`src/rtl/lhc_pkg.sv`:
```
package lhc_pkg;
  typedef enum logic [2:0] {
    LHC_IDLE,
    LHC_SHORT,
    LHC_LONG,
    LHC_REDO_A,
    LHC_REDO_B
  } lhc_state_e;

  // Short-class decision: enough zero bits means the array bypasses enough cells
  function automatic logic meets_threshold(input int unsigned zeros, input int unsigned thr);
    return zeros >= thr;
  endfunction
endpackage

```
`src/rtl/lhc_zero_count.sv`:
```
module lhc_zero_count #(
  parameter int OP_W = 16,
  localparam int CW  = $clog2(OP_W + 1)
) (
  input  logic [OP_W-1:0] bits,
  output logic [CW-1:0]   zeros
);
  always_comb begin
    zeros = '0;
    for (int i = 0; i < OP_W; i++) begin
      zeros = zeros + CW'(!bits[i]);
    end
  end
endmodule

```
`src/rtl/lhc_wear_mon.sv`:
```
module lhc_wear_mon #(
  parameter int WIN_OPS   = 128,
  parameter int ERR_LIMIT = 8,
  localparam int OPW      = $clog2(WIN_OPS),
  localparam int EW       = $clog2(ERR_LIMIT + 2)
) (
  input  logic clk,
  input  logic rst,
  input  logic op_acc,
  input  logic err_evt,
  output logic worn
);
  logic [OPW-1:0] ops_q;
  logic [EW-1:0]  errs_q;
  logic           worn_q;

  always_ff @(posedge clk) begin
    if (rst) begin
      ops_q  <= '0;
      errs_q <= '0;
      worn_q <= 1'b0;
    end else if (err_evt) begin
      if (errs_q == EW'(ERR_LIMIT)) worn_q <= 1'b1;
      if (errs_q <= EW'(ERR_LIMIT)) errs_q <= errs_q + 1'b1;
    end else if (op_acc) begin
      if (ops_q == OPW'(WIN_OPS - 1)) begin
        ops_q  <= '0;
        errs_q <= '0;
      end else begin
        ops_q <= ops_q + 1'b1;
      end
    end
  end

  assign worn = worn_q;
endmodule

```
`src/rtl/lhc_seq.sv`:
```
module lhc_seq
  import lhc_pkg::*;
(
  input  logic clk,
  input  logic rst,
  input  logic op_valid,
  input  logic fast_pick,
  input  logic err_in,
  output logic ready,
  output logic hold,
  output logic accept,
  output logic err_evt
);
  lhc_state_e st_q, st_d;

  always_comb begin
    ready   = (st_q == LHC_IDLE) || (st_q == LHC_SHORT && !err_in);
    hold    = (st_q == LHC_LONG) || (st_q == LHC_REDO_A) || (st_q == LHC_REDO_B);
    err_evt = (st_q == LHC_SHORT) && err_in;
    accept  = op_valid && ready;
    if (err_evt)                st_d = LHC_REDO_A;
    else if (accept)            st_d = fast_pick ? LHC_SHORT : LHC_LONG;
    else if (st_q == LHC_REDO_A) st_d = LHC_REDO_B;
    else                        st_d = LHC_IDLE;
  end

  always_ff @(posedge clk) begin
    if (rst) st_q <= LHC_IDLE;
    else     st_q <= st_d;
  end
endmodule

```
`src/rtl/lat_hold_ctrl.sv`:
```
module lat_hold_ctrl
  import lhc_pkg::*;
#(
  parameter int OP_W      = 16,
  parameter int N_FAST    = 9,
  parameter int N_STRICT  = 12,
  parameter int WIN_OPS   = 128,
  parameter int ERR_LIMIT = 8
) (
  input  logic            clk,
  input  logic            rst,
  input  logic            op_valid,
  input  logic [OP_W-1:0] op_data,
  input  logic            err_in,
  output logic            hold,
  output logic            ready
);
  localparam int CW = $clog2(OP_W + 1);

  logic [CW-1:0] zeros;
  logic          worn;
  logic          fast_pick;
  logic          accept;
  logic          err_evt;

  lhc_zero_count #(.OP_W(OP_W)) u_zc (
    .bits  (op_data),
    .zeros (zeros)
  );

  assign fast_pick = meets_threshold(int'(zeros), worn ? N_STRICT : N_FAST);

  lhc_seq u_seq (
    .clk       (clk),
    .rst       (rst),
    .op_valid  (op_valid),
    .fast_pick (fast_pick),
    .err_in    (err_in),
    .ready     (ready),
    .hold      (hold),
    .accept    (accept),
    .err_evt   (err_evt)
  );

  lhc_wear_mon #(.WIN_OPS(WIN_OPS), .ERR_LIMIT(ERR_LIMIT)) u_wear (
    .clk     (clk),
    .rst     (rst),
    .op_acc  (accept),
    .err_evt (err_evt),
    .worn    (worn)
  );
endmodule

```
`config.mk`:
```
export PLATFORM = sky130hd
export DESIGN_NAME = lat_hold_ctrl
export DESIGN_NICKNAME = d
export VERILOG_FILES = /design/src/rtl/lhc_pkg.sv /design/src/rtl/lhc_zero_count.sv /design/src/rtl/lhc_wear_mon.sv /design/src/rtl/lhc_seq.sv /design/src/rtl/lat_hold_ctrl.sv
export SDC_FILE = /design/constraint.sdc
export NUM_CORES = 1
export LEC_CHECK = 0
export ABC_AREA = 1
export ABC_CLOCK_PERIOD_IN_PS = 4300
export BUFFER_PORTS_ARGS = -buffer_cell sky130_fd_sc_hd__buf_2
export CORE_AREA = 10 10 60 62
export DETAILED_ROUTE_END_ITERATION = 7
export DIE_AREA = 0 0 70 72
export HOLD_SLACK_MARGIN = 0.06
export PLACE_DENSITY = 0.76
export SLEW_MARGIN = 10
export SYNTH_ARGS = -nofsm -noshare
export SYNTH_HDL_FRONTEND = slang
export SYNTH_HIERARCHICAL = 1
export SYNTH_SLANG_ARGS = --single-unit
```
`constraint.sdc`:
```
create_clock -name clk -period 4.3 [get_ports clk]
set_input_delay 0.215 -clock clk [delete_from_list [all_inputs] [get_ports clk]]
set_output_delay 0.215 -clock clk [all_outputs]
set_load 0.02 [all_outputs]
```
==> results.tsv <==
stage	metric	value	unit
outcome	status	completed	
place	port_buffers	21	
logic_synthesis	ys_seq_area_frac	0.232	
clock_tree	cts.path.max_buffers	2	
timing	slew_headroom	0.862	
timing	rsz0062_at_grt	no	
floorplanning	die_w	70	um
floorplanning	ios	22	
drt	routed_wl	2440	um
final_layout	final_nets	237	
timing	max_freq	263	MHz
grt	grt_util_all_layers	0.0955	
critical_path	crit_path_end_kind	register	
final_layout	synthToLayoutAreaGrowth	13.2	%
drt	dr.pass1.iters	4	
drt	routedLengthMet1	1110	um
place	place.gp.congestion	0.834	
min_path	min_path_type	in -> reg	
clock_tree	cts_tree	built	
power	ir_drop	0.308	mV
grt	grt_max_degree	10	
grt	antenna_found_initial	0	
clock_tree	cts-root-buf	clkbuf_4	
final_layout	drive_above_1_share	0.230	
clock_tree	ctsResizeCount	0	
timing	fin_crit_sh	0.885	
timing	fin_hold_ws	0.178	ns
critical_path	startpoint	op_data[5]	
job	maxCapViolCount	0	
drt	route.vias.total	1086	
critical_path	worstSetupPathType	in -> reg	
clock_tree	postCtsHoldBufs	0	
floorplanning	start_util	0.531	
grt	grt_pass1_vias	1094	
critical_path	reg2reg_from	u_seq/st_q[1]	
final_layout	mostFrequentLayoutCells	42 x inv_1, 27 x nand2_1, 21 x buf_2	
floorplanning	die_h	72	um
clock_tree	clock_latency	0.28	ns
logic_synthesis	syn_avg_cell_area	7.56	um2
grt	grt-ovfl-total	0	
place	dpl_cell_area	1440	um2
power	p_per_area	494	nW/um2
power	p_leak	0.000741	uW
clock_tree	htreeDepth	1	
floorplanning	dieArea	5040	um2
final_layout	antennaDiodeCount	0	
timing	skew	0.00947	ns
timing	maxSlewViolCount	0	
clock_tree	numCtsBuffers	3	
place	dp_hpwl	2130	um
drt	dr.first_iter.drc_count	33	
floorplanning	rows	18	
drt	vias_per_cell	4.81	
drt	remaining_drc_errors	0	
timing	setup_viol	0	
drt	wl_met3	128	um
clock_tree	clk_pin_slew	0.09	ns
drt	wl_met2	1180	um
logic_synthesis	syn-num-nets	211	
final_layout	final_common_cell	inv_1	
critical_path	cp_max_fo	3	
clock_tree	clkSinkCount	15	
drt	wire_per_inst	10.8	um
grt	grt_pass1_wl	4240	um
clock_tree	postCtsSetupRepairBufs	0	
timing	period_needed	3.81	ns
drt	drtAntennaViolNets	0	
timing	tightest_slew	0.205	ns
logic_synthesis	synth_cells	171	
critical_path	cp-start-kind	input port	
timing	fin_setup_tns	0	ns
logic_synthesis	synth_area	1290	um2
timing	timing.final.hold_violations	0	
min_path	min_from	rst	
final_layout	final_area	1460	um2
logic_synthesis	ys_types	24	
drt	highest_layer	met4	
critical_path	cp.required	4.52	ns
critical_path	cp.arrival	4.02	ns
floorplanning	coreArea	2430	um2
logic_synthesis	synth_seq_cells	15	
final_layout	fin_util	0.601	
logic_synthesis	synth_warnings	6	
==> power breakdown <==
group	total [uW]	internal, uW	switching [uW]
clock network	77.9	34.4	43.4
logic	462	189	273
registers	183	162	21.1
total	722	385	337
==> area by class of cell <==
| cell class | count | area, um2 |
|---|---|---|
| inverter | 45 | 169 |
| clock inverter | 1 | 5.00 |
| timing repair buffer | 21 | 105 |
| sequential | 15 | 300 |
| tap | 30 | 37.5 |
| clock buffer | 3 | 22.5 |
| fill | 243 | 970 |
| multi-input combinational | 111 | 823 |
==> layer usage <==
layer	vias to the layer above	track usage
met4	0	0.0395
li1	571	-
met5	-	0
met1	493	0.102
met3	2	0.0231
met2	20	0.176
==> synth_stat cells <==
master,number,area [um2]
nor2_1,17,63.8
nor3_4,1,16.3
inv_1,42,158
o21ai_0,3,15.0
dfxtp_1,15,300
nand3_2,2,20.0
nor2_2,5,31.3
inv_2,3,11.3
nor2_4,2,22.5
nor3_2,1,10.0
xnor2_1,3,26.3
nand2_2,2,12.5
o22ai_1,1,6.26
a21oi_1,7,35.0
fa_1,10,200
nand4_1,3,18.8
nand2_4,2,22.5
a21oi_2,1,8.76
nand2_1,27,101
nand3_4,1,17.5
nor4_1,1,6.26
ha_1,10,125
nand3_1,11,55.1
xor2_1,1,8.76
==> metrics by stage <==
stage,setup WS [ns],cells,power [uW]
after floorplan,0.440,171,553
after global placement,0.289,222,619
after detailed placement,0.186,222,648
after CTS,0.488,226,731
after global routing,0.203,226,814
final,0.495,226,722
==> flip-flops by register name (all words and copies together), names as in the netlist <==
signal / count
u_wear/errs_q: 4
u_wear/worn: 1
u_seq/st_q: 3
u_wear/ops_q: 7
==> cells by family (layout without fill, tap and decap cells) <==
kind of cell | count (synthesis) | in the layout | synth area share
flip-flops | 15 | 15 | 0.232
AND/OR/NAND/NOR | 75 | 75 | 0.308
adder cells (fa/ha/maj) | 20 | 20 | 0.252
XOR/XNOR | 4 | 4 | 0.0271
buffers and inverters | 45 | 70 | 0.131
AO/OA/AOI/OAI | 12 | 12 | 0.0503
==> worst max-delay path, stage by stage <==
cell,delay (ns)
buf_2,0.07
inv_1,0.04
fa_1,0.53
inv_1,0.05
fa_1,0.46
fa_1,0.51
inv_1,0.05
fa_1,0.47
ha_1,0.18
inv_1,0.06
fa_1,0.40
xnor2_1,0.15
ha_1,0.31
nand2_1,0.07
nand2_1,0.05
nand2_1,0.06
nand3_2,0.08
inv_1,0.05
nand4_1,0.09
a21oi_1,0.13
==> final timing paths <==
path         slack (ns)  cells past startpoint               end
max reg2reg        2.76                     10  u_wear/errs_q[1]
min reg2reg        0.46                      2       u_wear/worn
min                0.18                      2  u_wear/errs_q[2]
max                0.49                     20     u_seq/st_q[1]
(Power assumes the default switching activity.)
